**src/rtl/bus_cyc_pkg.sv**
```systemverilog
package bus_cyc_pkg;
  typedef enum logic [2:0] {
    CYC_OPF  = 3'd0,
    CYC_MRD  = 3'd1,
    CYC_MWR  = 3'd2,
    CYC_IORD = 3'd3,
    CYC_IOWR = 3'd4
  } cyc_kind_e;

  typedef struct packed {
    logic io_m;
    logic s1;
    logic s0;
  } cyc_stat_t;

  function automatic logic kind_legal(logic [2:0] k);
    return k <= 3'd4;
  endfunction

  function automatic logic kind_rd(cyc_kind_e k);
    return (k == CYC_OPF) || (k == CYC_MRD) || (k == CYC_IORD);
  endfunction

  function automatic logic kind_wr(cyc_kind_e k);
    return (k == CYC_MWR) || (k == CYC_IOWR);
  endfunction

  function automatic cyc_stat_t kind_stat(cyc_kind_e k);
    cyc_stat_t s;
    case (k)
      CYC_OPF:  s = '{io_m: 1'b0, s1: 1'b1, s0: 1'b1};
      CYC_MRD:  s = '{io_m: 1'b0, s1: 1'b1, s0: 1'b0};
      CYC_MWR:  s = '{io_m: 1'b0, s1: 1'b0, s0: 1'b1};
      CYC_IORD: s = '{io_m: 1'b1, s1: 1'b1, s0: 1'b0};
      CYC_IOWR: s = '{io_m: 1'b1, s1: 1'b0, s0: 1'b1};
      default:  s = '0;
    endcase
    return s;
  endfunction
endpackage

```
**src/rtl/bus_tstate_seq.sv**
```systemverilog
module bus_tstate_seq #(
  parameter int unsigned TS_W   = 2,
  parameter int unsigned N_LONG = 4,
  parameter int unsigned N_SHRT = 3
) (
  input  logic            clk_i,
  input  logic            rst_ni,
  input  logic            start_i,
  input  logic            long_i,
  output logic            active_o,
  output logic [TS_W-1:0] tstate_o,
  output logic            phase_o,
  output logic            last_o
);
  localparam logic [TS_W-1:0] LAST_LONG = TS_W'(N_LONG - 1);
  localparam logic [TS_W-1:0] LAST_SHRT = TS_W'(N_SHRT - 1);

  logic            active_q, phase_q, long_q;
  logic [TS_W-1:0] ts_q;
  logic            at_last_ts;

  assign at_last_ts = ts_q == (long_q ? LAST_LONG : LAST_SHRT);

  always_ff @(posedge clk_i or negedge rst_ni) begin
    if (!rst_ni) begin
      active_q <= 1'b0;
      phase_q  <= 1'b0;
      long_q   <= 1'b0;
      ts_q     <= '0;
    end else if (!active_q) begin
      if (start_i) begin
        active_q <= 1'b1;
        phase_q  <= 1'b0;
        long_q   <= long_i;
        ts_q     <= '0;
      end
    end else if (!phase_q) begin
      phase_q <= 1'b1;
    end else begin
      phase_q <= 1'b0;
      if (at_last_ts) active_q <= 1'b0;
      else            ts_q     <= ts_q + 1'b1;
    end
  end

  assign active_o = active_q;
  assign tstate_o = ts_q;
  assign phase_o  = phase_q;
  assign last_o   = active_q && phase_q && at_last_ts;


  last_then_idle_chk: assert property (@(posedge clk_i) disable iff (!rst_ni)
    last_o |=> !active_o);

  half_pairs_chk: assert property (@(posedge clk_i) disable iff (!rst_ni)
    (active_o && !phase_o) |=> (active_o && phase_o));
endmodule

```
**src/rtl/bus_pin_drv.sv**
```systemverilog
module bus_pin_drv
  import bus_cyc_pkg::*;
#(
  parameter int unsigned AW   = 16,
  parameter int unsigned DW   = 8,
  parameter int unsigned TS_W = 2
) (
  input  logic            clk_i,
  input  logic            rst_ni,
  input  logic            active_i,
  input  logic [TS_W-1:0] tstate_i,
  input  logic            phase_i,
  input  cyc_kind_e       kind_i,
  input  logic [AW-1:0]   addr_i,
  input  logic [DW-1:0]   wdata_i,
  input  logic [DW-1:0]   ad_i,
  output logic [AW-DW-1:0] addr_hi_o,
  output logic [DW-1:0]   ad_o,
  output logic            ad_oe_o,
  output logic            ale_o,
  output logic            rd_n_o,
  output logic            wr_n_o,
  output cyc_stat_t       stat_o,
  output logic [DW-1:0]   rdata_o
);
  localparam logic [TS_W-1:0] TS1 = TS_W'(0);
  localparam logic [TS_W-1:0] TS2 = TS_W'(1);
  localparam logic [TS_W-1:0] TS3 = TS_W'(2);

  logic in_t1, in_t2, in_t3, strobe_win, is_rd, is_wr;
  logic [DW-1:0] rdata_q;

  assign in_t1 = active_i && (tstate_i == TS1);
  assign in_t2 = active_i && (tstate_i == TS2);
  assign in_t3 = active_i && (tstate_i == TS3);
  assign is_rd = kind_rd(kind_i);
  assign is_wr = kind_wr(kind_i);
  // strobes span T2 and the first half of T3
  assign strobe_win = in_t2 || (in_t3 && !phase_i);

  always_comb begin
    addr_hi_o = active_i ? addr_i[AW-1:DW] : '0;
    ale_o     = in_t1 && !phase_i;
    rd_n_o    = !(is_rd && strobe_win);
    wr_n_o    = !(is_wr && strobe_win);
    stat_o    = active_i ? kind_stat(kind_i) : '0;
    ad_oe_o   = in_t1 || (is_wr && (in_t2 || in_t3));
    if (in_t1)        ad_o = addr_i[DW-1:0];
    else if (ad_oe_o) ad_o = wdata_i;
    else              ad_o = '0;
  end

  always_ff @(posedge clk_i or negedge rst_ni) begin
    if (!rst_ni)                          rdata_q <= '0;
    else if (is_rd && in_t3 && !phase_i)  rdata_q <= ad_i;
  end
  assign rdata_o = rdata_q;


  no_rd_wr_overlap_chk: assert property (@(posedge clk_i) disable iff (!rst_ni)
    !(!rd_n_o && !wr_n_o));

  no_drive_in_read_chk: assert property (@(posedge clk_i) disable iff (!rst_ni)
    !(ad_oe_o && !rd_n_o));

  ale_single_half_chk: assert property (@(posedge clk_i) disable iff (!rst_ni)
    $rose(ale_o) |=> !ale_o);

  rd_after_ale_chk: assert property (@(posedge clk_i) disable iff (!rst_ni)
    $fell(rd_n_o) |-> $past(ale_o, 2));
endmodule

```
**src/rtl/bus_cycle_ctrl.sv**
```systemverilog
module bus_cycle_ctrl
  import bus_cyc_pkg::*;
#(
  parameter int unsigned AW   = 16,
  parameter int unsigned DW   = 8,
  parameter int unsigned TS_W = 2
) (
  input  logic            clk_i,
  input  logic            rst_ni,
  input  logic            req_i,
  input  logic [2:0]      kind_i,
  input  logic [AW-1:0]   addr_i,
  input  logic [DW-1:0]   wdata_i,
  input  logic [DW-1:0]   ad_i,
  output logic [AW-DW-1:0] addr_hi_o,
  output logic [DW-1:0]   ad_o,
  output logic            ad_oe_o,
  output logic            ale_o,
  output logic            rd_n_o,
  output logic            wr_n_o,
  output logic            io_m_o,
  output logic            s1_o,
  output logic            s0_o,
  output logic [DW-1:0]   rdata_o,
  output logic            done_o
);
  logic            active, phase, last, accept;
  logic [TS_W-1:0] tstate;
  cyc_kind_e       kind_q;
  logic [AW-1:0]   addr_q;
  logic [DW-1:0]   wdata_q;
  cyc_stat_t       stat;

  assign accept = req_i && !active && kind_legal(kind_i);

  always_ff @(posedge clk_i or negedge rst_ni) begin
    if (!rst_ni) begin
      kind_q  <= CYC_OPF;
      addr_q  <= '0;
      wdata_q <= '0;
    end else if (accept) begin
      kind_q  <= cyc_kind_e'(kind_i);
      addr_q  <= addr_i;
      wdata_q <= wdata_i;
    end
  end

  bus_tstate_seq #(.TS_W(TS_W)) u_seq (
    .clk_i    (clk_i),
    .rst_ni   (rst_ni),
    .start_i  (accept),
    .long_i   (kind_i == CYC_OPF),
    .active_o (active),
    .tstate_o (tstate),
    .phase_o  (phase),
    .last_o   (last)
  );

  bus_pin_drv #(.AW(AW), .DW(DW), .TS_W(TS_W)) u_drv (
    .clk_i     (clk_i),
    .rst_ni    (rst_ni),
    .active_i  (active),
    .tstate_i  (tstate),
    .phase_i   (phase),
    .kind_i    (kind_q),
    .addr_i    (addr_q),
    .wdata_i   (wdata_q),
    .ad_i      (ad_i),
    .addr_hi_o (addr_hi_o),
    .ad_o      (ad_o),
    .ad_oe_o   (ad_oe_o),
    .ale_o     (ale_o),
    .rd_n_o    (rd_n_o),
    .wr_n_o    (wr_n_o),
    .stat_o    (stat),
    .rdata_o   (rdata_o)
  );

  assign io_m_o = stat.io_m;
  assign s1_o   = stat.s1;
  assign s0_o   = stat.s0;
  assign done_o = last;

  // checker: half-states elapsed since accept
  logic [3:0] len_q;
  always_ff @(posedge clk_i or negedge rst_ni) begin
    if (!rst_ni)     len_q <= '0;
    else if (accept) len_q <= '0;
    else if (active) len_q <= len_q + 1'b1;
  end


  cycle_len_chk: assert property (@(posedge clk_i) disable iff (!rst_ni)
    done_o |-> (len_q == ((kind_q == CYC_OPF) ? 4'd7 : 4'd5)));

  stat_stable_chk: assert property (@(posedge clk_i) disable iff (!rst_ni)
    (active && !ale_o) |-> $stable({io_m_o, s1_o, s0_o}));

  done_quiet_chk: assert property (@(posedge clk_i) disable iff (!rst_ni)
    done_o |-> (rd_n_o && wr_n_o && !ale_o));

  done_then_idle_chk: assert property (@(posedge clk_i) disable iff (!rst_ni)
    done_o |=> (!ale_o && !ad_oe_o && !done_o));
endmodule

```
**config.mk**
```make
export PLATFORM = sky130hd
export DESIGN_NAME = bus_cycle_ctrl
export DESIGN_NICKNAME = d
export VERILOG_FILES = /design/src/rtl/bus_cyc_pkg.sv /design/src/rtl/bus_tstate_seq.sv /design/src/rtl/bus_pin_drv.sv /design/src/rtl/bus_cycle_ctrl.sv
export SDC_FILE = /design/constraint.sdc
export NUM_CORES = 1
export LEC_CHECK = 0
export ABC_AREA = 1
export BUFFER_PORTS_ARGS = -buffer_cell sky130_fd_sc_hd__buf_2
export CORE_MARGIN = 10
export CORE_UTILIZATION = 33
export CTS_BUF_LIST = sky130_fd_sc_hd__clkbuf_8
export DETAILED_ROUTE_END_ITERATION = 10
export GPL_ROUTABILITY_DRIVEN = 0
export PLACE_DENSITY = 0.65
export REMOVE_ABC_BUFFERS = 1
export SLEW_MARGIN = 10
export SYNTH_ARGS = -nofsm -noshare
export SYNTH_HDL_FRONTEND = slang
export SYNTH_SLANG_ARGS = --single-unit
```
**constraint.sdc**
```tcl
create_clock -name clk_i -period 3.9 [get_ports clk_i]
set_input_delay 0.39 -clock clk_i [delete_from_list [all_inputs] [get_ports clk_i]]
set_output_delay 0.39 -clock clk_i [all_outputs]
set_load 0.01 [all_outputs]
```
==> flow_metrics.py, run 1 <==
metrics = {
    "die": {
        "fp.dieArea_mm2": 0.009639,
        "start_util_pct": 34.07,
        "die_h_um": 98.18,
        "die_w_um": 98.18,
        "num_io_pins": 70,
        "rows": 28,
        "core-area_mm2": 0.005921,
    },
    "finish": {
        "antenna_cells": 0,
        "fillCellCount": 634,
        "multi_input_area_um2": 813.3,
        "drive_gt1_share_pct": 26.99,
        "nets": 366,
        "syn_to_final_growth_pct": 23.64,
        "regArea_mm2": 0.001001,
    },
    "placement": {
        "post-dp-hpwl_um": 3898,
        "pre_cts_slack_ps": 1966,
        "port_buffers": 69,
    },
    "power_and_ir_drop": {
        "seqPwrFrac_pct": 37.5,
        "p_clk_share_pct": 17.1,
        "switching_share_pct": 43.70,
        "ir_drop_mv": 0.3324,
        "p_leak_nw": 1.446,
        "p_comb_share_pct": 45.4,
        "switchingPower_uw": 882.0,
        "p_per_area_mw_per_mm2": 809.5,
        "p_int_mw": 1.136,
    },
    "cts": {
        "htreeDepth": 2,
        "clkTransAtPathRegs_ps": 80,
        "cts-root-buf": "clkbuf_8",
        "clock_latency_ps": 300,
        "numCtsBuffers": 5,
        "clock_path_buffers": 2,
        "cts_tree": "built",
        "postCtsSetupBuffers": 0,
        "postCtsHoldBufs": 0,
        "ctsResizeCount": 0,
        "clock_sink_count": 40,
    },
    "yosys": {
        "yosys_register_bits": 40,
        "synth_cell_types": 22,
        "synth_area_per_cell_um2": 7.818,
        "yosys_warnings": 0,
        "netlist_area_mm2": 0.002017,
        "synth-seq-area-share_pct": 49.63,
        "synthCells": 258,
    },
    "critical_path": {
        "critPathMaxFanout": 17,
        "worst-setup-path-type": "flop to output port",
        "cp_common_cell": "nand2_1",
        "worstSetupEndpointType": "output port",
        "max_stage_delay_ps": 740,
        "reg2reg_setup_slack_ps": 2230,
        "cp.required_ps": 3510,
        "crit_buf_inv": 2,
        "cpLargestDelayFamily": "flip-flops",
        "arrival_ps": 1880,
        "cpMaxStageDelayCell": "dfrtp_1",
        "path_cells": "nand2_1 > inv_2 > nor2_1 > nand4_1 > nand2_1 > buf_2",
        "startpoint_type": "flop",
    },
    "sta": {
        "tightest_slew_ps": 901.8,
        "drv_slew": 0,
        "final_hold_viol_count": 0,
        "rsz0062_at_grt": "no",
        "timing.final.crit_share_pct": 58.17,
        "fin_crit_ps": 2269,
        "setup_viol": 0,
        "clock_skew_ps": 8.940,
        "final.setup.tns_ps": 0,
        "setup_slack_ps": 1631,
        "max_freq_ghz": 0.4408,
        "slew_headroom_pct": 39.88,
    },
    "detailed_routing": {
        "vias": 1767,
        "wl_um": 5171,
        "drtIter0Drc": 80,
        "drcViolationCount": 0,
        "firstDrtPassIters": 4,
        "viasPerCell": 4.406,
        "wl_per_cell_um": 12.90,
        "drtAntennaViolNets": 0,
    },
    "global_route": {
        "grt_overflow": 0,
        "grt_max_degree": 41,
        "grt_pass1_wl_um": 8625,
        "grt_pass1_vias": 1799,
        "grt_antenna_before_repair": 0,
        "grt_usage_pct": 10.73,
    },
    "outcome": {
        "status": "completed",
    },
    "flow_run": {
        "max_cap_violations": 0,
    },
    "hold_path": {
        "hold_path.class": "input pin to async pin",
    },
}
## cell usage after synthesis (all sizes together)
cell type	instances	area share, %
a211oi	1	0.37
a21oi	2	1.1
buf	9	3.8
dfrtp	40	50
ha	3	1.9
inv	32	6.2
nand2	117	22
nand3	5	1.9
nand4	10	3.1
nor2	14	3.3
nor3	1	0.25
o21ai	24	6.3
## state kept, by name, indices dropped and copies added, names as in the netlist
name            count
wdata_q             8
u_seq.phase_o       1
u_seq.tstate_o      2
addr_q             16
kind_q              3
u_drv.rdata_o       8
u_seq.active_o      1
u_seq.long_q        1
## final cells by class
class                      instances  share of cell area [%]
sequential                        40                   40.14
multi-input combinational        177                   32.61
timing repair buffer              69                   13.85
inverter                          32                   5.018
tap                               75                   3.763
clock buffer                       5                   2.760
clock inverter                     3                   1.856
## power by group through the flow
stage	registers (mW)	logic (mW)	clock network (mW)
6_report	0.757	0.917	0.345
5_1_grt	0.788	1.06	0.382
4_1_cts	0.758	0.941	0.361
3_5_place_dp	0.765	0.937	0
3_3_place_gp	0.756	0.922	0
2_1_floorplan	0.755	0.583	0
## kinds of logic after synthesis
| kind of cell | Yosys count | synth area share, % |
|---|---|---|
| AO/OA/AOI/OAI | 27 | 7.754 |
| AND/OR/NAND/NOR | 147 | 30.71 |
| flip-flops | 40 | 49.63 |
| adder cells (fa/ha/maj) | 3 | 1.861 |
| buffers and inverters | 41 | 10.05 |
## path summary, 6_finish.rpt
path | from | endpoint | cells past startpoint
max | u_seq.active_o | ad_o[2] | 6
max in group asynchronous | rst_ni | wdata_q[2] | 1
min reg2reg | addr_q[14] | addr_q[14] | 2
min | rst_ni | u_seq.phase_o | 1
max reg2reg | u_seq.active_o | wdata_q[7] | 4
min in group clk_i | addr_i[12] | addr_q[12] | 3
## per-stage QoR
step	hold WS (ps)	utilization, %	cell area (µm²)	power [mW]	cells
floorplan	94.41	-	1939	1.338	249
global placement	462.2	40.17	2379	1.678	393
detailed placement	466.2	40.17	2379	1.702	393
CTS	238.9	42.12	2494	2.060	401
global route	272.3	42.12	2494	2.226	401
finish	215.3	42.12	2494	2.019	401
## metal layers
metal / track usage (%) / part of all wire, % / vias up
li1: - / - / 930
met1: 12.71 / 46 / 781
met2: 16.70 / 45 / 51
met3: 4.440 / 7.9 / 5
met4: 4.631 / 1.2 / 0
met5: 0 / 0 / -
## placed cells by master, fill, tap and decap left out, drive strengths merged
cell      synthesis  final
nand2           117    117
buf               9     69
dfrtp            40     40
inv              32     33
o21ai            24     24
nor2             14     14
nand4            10     10
clkbuf            0      5
nand3             5      5
ha                3      3
a21oi             2      2
a211oi            1      1
nor3              1      1
bufinv            0      1
clkinvlp          0      1
Note: power is estimated with default switching activity, not from simulation.
==> run 2, diff against run 1 <==
PLACE_DENSITY = 0.67   (was 0.65)
clock period = 2 ns   (was 3.9 ns; I/O delays follow)
==> run 2 against run 1 <==
Final area down 0.10%. Worst setup slack worse by 1500 ps. Power up 90%. Clock skew down 5.1 ps. Utilization about the same. Clock power up 44%. Largest cell class unchanged. Die area unchanged. Register-to-register slack worse by 1800 ps. Critical path depth up 2. Highest routed layer unchanged. Via count up 3.5%.
==> flow_metrics.py, run 2 (synthesis gave the netlist of run 1 again) <==
metrics = {
    "outcome": {
        "status": "completed",
    },
    "detailed_routing": {
        "wl_um": 5266,
        "drtIter0Drc": 85,
        "viasPerCell": 4.536,
        "vias": 1828,
        "drcViolationCount": 0,
        "drtAntennaViolNets": 0,
        "wl_per_cell_um": 13.07,
        "firstDrtPassIters": 4,
    },
    "global_route": {
        "grt_pass1_vias": 1934,
        "grt_max_degree": 41,
        "grt_overflow": 0,
        "grt_pass1_wl_um": 8990,
        "grt_antenna_before_repair": 0,
        "grt_usage_pct": 10.88,
    },
    "critical_path": {
        "reg2reg_setup_slack_ps": 470,
        "arrival_ps": 1670,
        "cp.required_ps": 1800,
        "reg2reg_to": "wdata_q[3]",
        "startpoint_type": "flop",
        "r2r_start": "u_seq.active_o",
        "reg2reg_depth": 4,
        "worstSetupEndpointType": "output port",
        "worst-setup-path-type": "flop to output port",
        "critPathMaxFanout": 16,
    },
    "die": {
        "fp.dieArea_mm2": 0.009639,
        "num_io_pins": 70,
        "start_util_pct": 34.07,
        "die_w_um": 98.18,
        "core-area_mm2": 0.005921,
        "die_h_um": 98.18,
        "rows": 28,
    },
    "finish": {
        "final_common_cell": "nand2_1",
        "final_cell_count_no_fill": 403,
        "layout_common_cells": "115 x nand2_1, 69 x buf_2, 40 x dfrtp_1, 29 x inv_1, 21 x o21ai_0",
        "antenna_cells": 0,
        "drive_gt1_share_pct": 27.74,
        "top_register": "addr_q",
        "nets": 369,
        "syn_to_final_growth_pct": 23.51,
        "largest_reg_flops": 16,
        "fillCellCount": 635,
        "final_util_pct": 42.08,
        "design_area_mm2": 0.002491,
    },
    "sta": {
        "final.setup.tns_ps": 0,
        "tightest_slew_ps": 909.8,
        "final_hold_viol_count": 0,
        "setup_slack_ps": 127.9,
        "drv_slew": 0,
        "slew_headroom_pct": 39.34,
        "fin_crit_ps": 1872,
        "max_freq_ghz": 0.5342,
        "setup_viol": 0,
        "timing.final.crit_share_pct": 93.61,
        "clock_skew_ps": 3.842,
    },
    "cts": {
        "clock_sink_count": 40,
        "htreeDepth": 2,
        "clkTransAtPathRegs_ps": 70,
        "postCtsHoldBufs": 0,
        "cts_tree": "built",
        "numCtsBuffers": 5,
        "clock_latency_ps": 280,
        "cts-root-buf": "clkbuf_8",
        "clock_path_buffers": 2,
    },
    "placement": {
        "post-dp-hpwl_um": 3905,
        "pre_cts_slack_ps": 301.3,
        "port_buffers": 69,
        "dp_cells": 395,
        "place_area_mm2": 0.002394,
    },
    "flow_run": {
        "max_cap_violations": 0,
    },
    "power_and_ir_drop": {
        "p_per_area_mw_per_mm2": 1541,
        "p_leak_nw": 1.450,
        "ir_drop_mv": 0.5454,
    },
    "hold_path": {
        "hold_path.class": "input pin to async pin",
    },
}
==> run 2: power breakdown <==
| part | total (mW) | switching, mW | internal, mW | leakage, nW |
|---|---|---|---|---|
| logic | 1.89 | 1.20 | 0.691 | 0.913 |
| clock network | 0.496 | 0.263 | 0.232 | 0.0452 |
| registers | 1.45 | 0.253 | 1.20 | 0.492 |
| total | 3.84 | 1.72 | 2.12 | 1.45 |
==> run 2: how the worst max path moves through the flow <==
stage,start,end,slack (ps),cells past startpoint
2_1_floorplan,u_seq.active_o,ad_o[0],610,5
3_3_place_gp,u_seq.tstate_o[0],ad_o[2],370,7
3_5_place_dp,u_seq.tstate_o[0],ad_o[2],300,7
4_1_cts,u_seq.tstate_o[0],ad_o[4],70,8
5_1_grt,u_seq.tstate_o[0],ad_o[5],-1,7
6_report,u_seq.tstate_o[0],ad_o[4],130,8
==> run 2: through the flow <==
step           power (mW)  hold slack [ps]
2_1_floorplan       2.609           -95.59
3_3_place_gp        3.315            374.9
3_5_place_dp        3.361            392.0
4_1_cts             3.876            74.91
5_1_grt             4.243            98.66
6_report            3.839            48.56
==> run 2: worst max-delay path: stages (launching register included) <==
cell,delay [ps]
dfrtp_1,390
inv_1,110
ha_1,200
nand2_1,140
inv_4,120
nor2_1,130
nand4_1,100
nand2_1,70
buf_2,120
==> run 2: area by class of cell <==
| type | instances | area, µm² | share of cell area, % |
|---|---|---|---|
| repair buffers | 72 | 367.9 | 14.77 |
| well taps | 75 | 93.84 | 3.767 |
| clock buffers | 5 | 68.82 | 2.762 |
| clock inverters | 2 | 8.758 | 0.3516 |
| flip-flops and latches | 40 | 1001 | 40.18 |
| inverters | 32 | 127.6 | 5.123 |
| multi-input cells | 177 | 823.3 | 33.05 |
==> run 2: repair_timing <==
item / in CTS / in global routing
setup buffers: 0 / 1
pin swaps: 0 / 0
endpoints found under the setup margin: 8 / 8
gates resized for setup: 1 / 4
==> run 2: layer usage <==
layer | GRT usage, % | part of all wire, % | up-vias
li1 | - | - | 928
met2 | 18.22 | 47 | 59
met1 | 12.59 | 45 | 836
met5 | 0 | 0 | -
met3 | 4.158 | 7.1 | 5
met4 | 3.197 | 0.99 | 0
==> run 3, diff against run 2 <==
ABC_AREA = default   (was 1)
==> run 3 against run 2 <==
Utilization up 4.6 points. Register-to-register slack lost 390 ps. Highest routed layer unchanged. Sequential share of layout area down 1.6 points. Final cell count decreased by 22%. Combinational power grew 13%. Worst setup slack worse by 69 ps. Critical endpoint is now ad_o[3]. Clock-buffer cell count increased by 2. First-iteration DRC count is 56% lower. Power grew 9.1%. Critical path type unchanged.
==> flow_metrics.py, run 3 <==
metrics = {
    "power_and_ir_drop": {
        "p_leak_nw": 1.267,
        "ir_drop_mv": 0.6058,
        "p_per_area_mw_per_mm2": 1609,
        "p_total_mw": 4.190,
    },
    "critical_path": {
        "arrival_ps": 1740,
        "reg2reg_to": "u_drv.rdata_o[4]",
        "startpoint_type": "flop",
        "cp-startpoint": "u_seq.tstate_o[1]",
        "reg2reg_depth": 7,
        "worst-setup-path-type": "flop to output port",
        "r2r_start": "u_seq.tstate_o[1]",
        "worstSetupEndpointType": "output port",
        "endpoint": "ad_o[3]",
        "critPathMaxFanout": 5,
        "reg2reg_setup_slack_ps": 80,
        "cp.required_ps": 1800,
    },
    "global_route": {
        "grt_overflow": 0,
        "grt_usage_pct": 10.76,
        "grt_antenna_before_repair": 0,
        "grt_pass1_wl_um": 7817,
        "grt_pass1_vias": 1645,
        "grt_max_degree": 41,
    },
    "yosys": {
        "netlist_area_mm2": 0.001923,
        "synth_ff_type": "dfrtp_1",
        "synth_edf_count": 0,
        "yosysMostFrequentCell": "dfrtp_1",
        "async_flop_share_pct": 100.0,
        "synth_common_cells": "40 x dfrtp_1, 36 x mux2_2, 21 x nand2_1, 11 x and2_1, 9 x o21ai_1",
        "synth_top_area_share_pct": 52.05,
        "synth_cell_types": 31,
        "synthCells": 161,
        "yosys_register_bits": 40,
        "synth_area_leader_cell": "dfrtp_1",
        "synth_area_per_cell_um2": 11.94,
        "synth-seq-area-share_pct": 52.05,
        "synthTopCellsByArea": "dfrtp_1 52%, mux2_2 21%, nand2_1 4.1%",
        "yosys_warnings": 0,
    },
    "sta": {
        "max_freq_ghz": 0.5151,
        "slew_headroom_pct": 68.24,
        "tightest_slew_ps": 474.9,
        "fin_crit_ps": 1941,
        "setup_viol": 0,
        "drv_slew": 0,
        "timing.final.crit_share_pct": 97.07,
        "clock_skew_ps": 3.851,
        "final_hold_viol_count": 0,
        "final.setup.tns_ps": 0,
        "rsz0062_at_grt": "yes",
        "holdWs_ps": 132.0,
    },
    "detailed_routing": {
        "vias": 1485,
        "wl_um": 4880,
        "drtAntennaViolNets": 0,
        "firstDrtPassIters": 3,
        "viasPerCell": 4.714,
        "drcViolationCount": 0,
        "drtIter0Drc": 37,
        "wl_per_cell_um": 15.49,
    },
    "placement": {
        "port_buffers": 69,
        "post-dp-hpwl_um": 3555,
    },
    "cts": {
        "numCtsBuffers": 5,
        "clock_path_buffers": 2,
        "cts-root-buf": "clkbuf_8",
        "clock_sink_count": 40,
        "cts_tree": "built",
        "htreeDepth": 2,
        "clkTransAtPathRegs_ps": 70,
        "clock_latency_ps": 280,
    },
    "die": {
        "rows": 27,
        "die_w_um": 96.34,
        "num_io_pins": 70,
        "die_h_um": 96.34,
        "fp.dieArea_mm2": 0.009281,
        "start_util_pct": 34.50,
        "core-area_mm2": 0.005574,
    },
    "finish": {
        "top_register": "addr_q",
        "final_common_cell": "buf_2",
        "nets": 284,
        "syn_to_final_growth_pct": 35.39,
        "drive_gt1_share_pct": 59.26,
        "layout_common_cells": "69 x buf_2, 38 x dfrtp_1, 36 x mux2_2, 20 x nand2_1, 11 x buf_4",
        "largest_reg_flops": 16,
        "antenna_cells": 0,
    },
    "flow_run": {
        "max_cap_violations": 0,
    },
    "hold_path": {
        "hold_path.class": "input pin to flop",
    },
    "outcome": {
        "status": "completed",
    },
}
-- run 3: cell types whose count changed after synthesis, sizes merged, moves of 5 or more --
cell   delta
nand2    -96
mux2     +37
inv      -29
o21ai    -14
and2     +11
nor2     -11
nand4    -10
nand3     -5
-- run 3: through the flow --
stage / worst slack, ps / util [%] / instances / cell area [µm²]
detailed placement: 98.08 / 41.95 / 297 / 2338
global placement: 153.2 / 41.95 / 297 / 2338
CTS: 9.487 / 45.28 / 311 / 2524
finish: 58.67 / 46.71 / 315 / 2604
floorplan: 36.24 / - / 152 / 1861
global route: -26.33 / 46.71 / 315 / 2604
-- run 3: worst max-delay path: stages (launching register included) --
cell and delay [ps]:
dfrtp_2 430, buf_12 120, ha_4 140, nor2_4 40, or3_4 430, o21ai_2 150, buf_2 140
-- run 3: repair_timing --
action / 4_1_cts / 5_1_grt
pin swaps: 5 / 5
setup buffers: 5 / 4
endpoints found under the hold margin: 40 / 0
cloned: 1 / 0
endpoints found under the setup margin: 10 / 9
hold buffers: 1 / 0
gates resized for setup: 10 / 11
-- run 3: layout make-up --
cell class / instances / area, µm²
fillers: 546 / 2970
flip-flops and latches: 40 / 1003
repair buffers: 83 / 478.0
inverters: 3 / 13.76
clock buffers: 7 / 96.34
well taps: 72 / 90.09
multi-input cells: 110 / 922.1
-- run 3: cells by family (layout without fill, tap and decap cells) --
| kind of cell | count (synthesis) | after routing | synth area share, % |
|---|---|---|---|
| AND/OR/NAND/NOR | 47 | 48 | 12.88 |
| multiplexers | 37 | 37 | 21.67 |
| flip-flops | 40 | 40 | 52.05 |
| adder cells (fa/ha/maj) | 3 | 3 | 1.952 |
| AO/OA/AOI/OAI | 20 | 20 | 6.702 |
| XOR/XNOR | 2 | 2 | 0.9110 |
| buffers and inverters | 12 | 93 | 3.838 |
-- run 3: layer usage --
metal / track usage (%) / vias to the layer above / share of wire [%]
li1: - / 714 / -
met1: 10.79 / 737 / 38
met2: 20.46 / 29 / 56
met3: 2.179 / 5 / 4.3
met4: 5.448 / 0 / 1.5
met5: 0 / - / 0
-- run 3: how the worst min path moves through the flow --
stage | cells after the start | end | start
final | 2 | u_drv.rdata_o[0] | ad_i[0]
after global routing | 2 | u_drv.rdata_o[0] | ad_i[0]
after CTS | 2 | u_drv.rdata_o[0] | ad_i[0]
after detailed placement | 2 | addr_q[8] | rst_ni
after global placement | 2 | addr_q[13] | rst_ni
after floorplan | 0 | addr_q[0] | rst_ni
-- run 3: where the power goes --
part	internal (mW)	switching, mW	leakage (nW)
clock network	0.307	0.259	0.0503
logic	1.10	1.03	0.740
registers	1.22	0.271	0.477
total	2.63	1.56	1.27
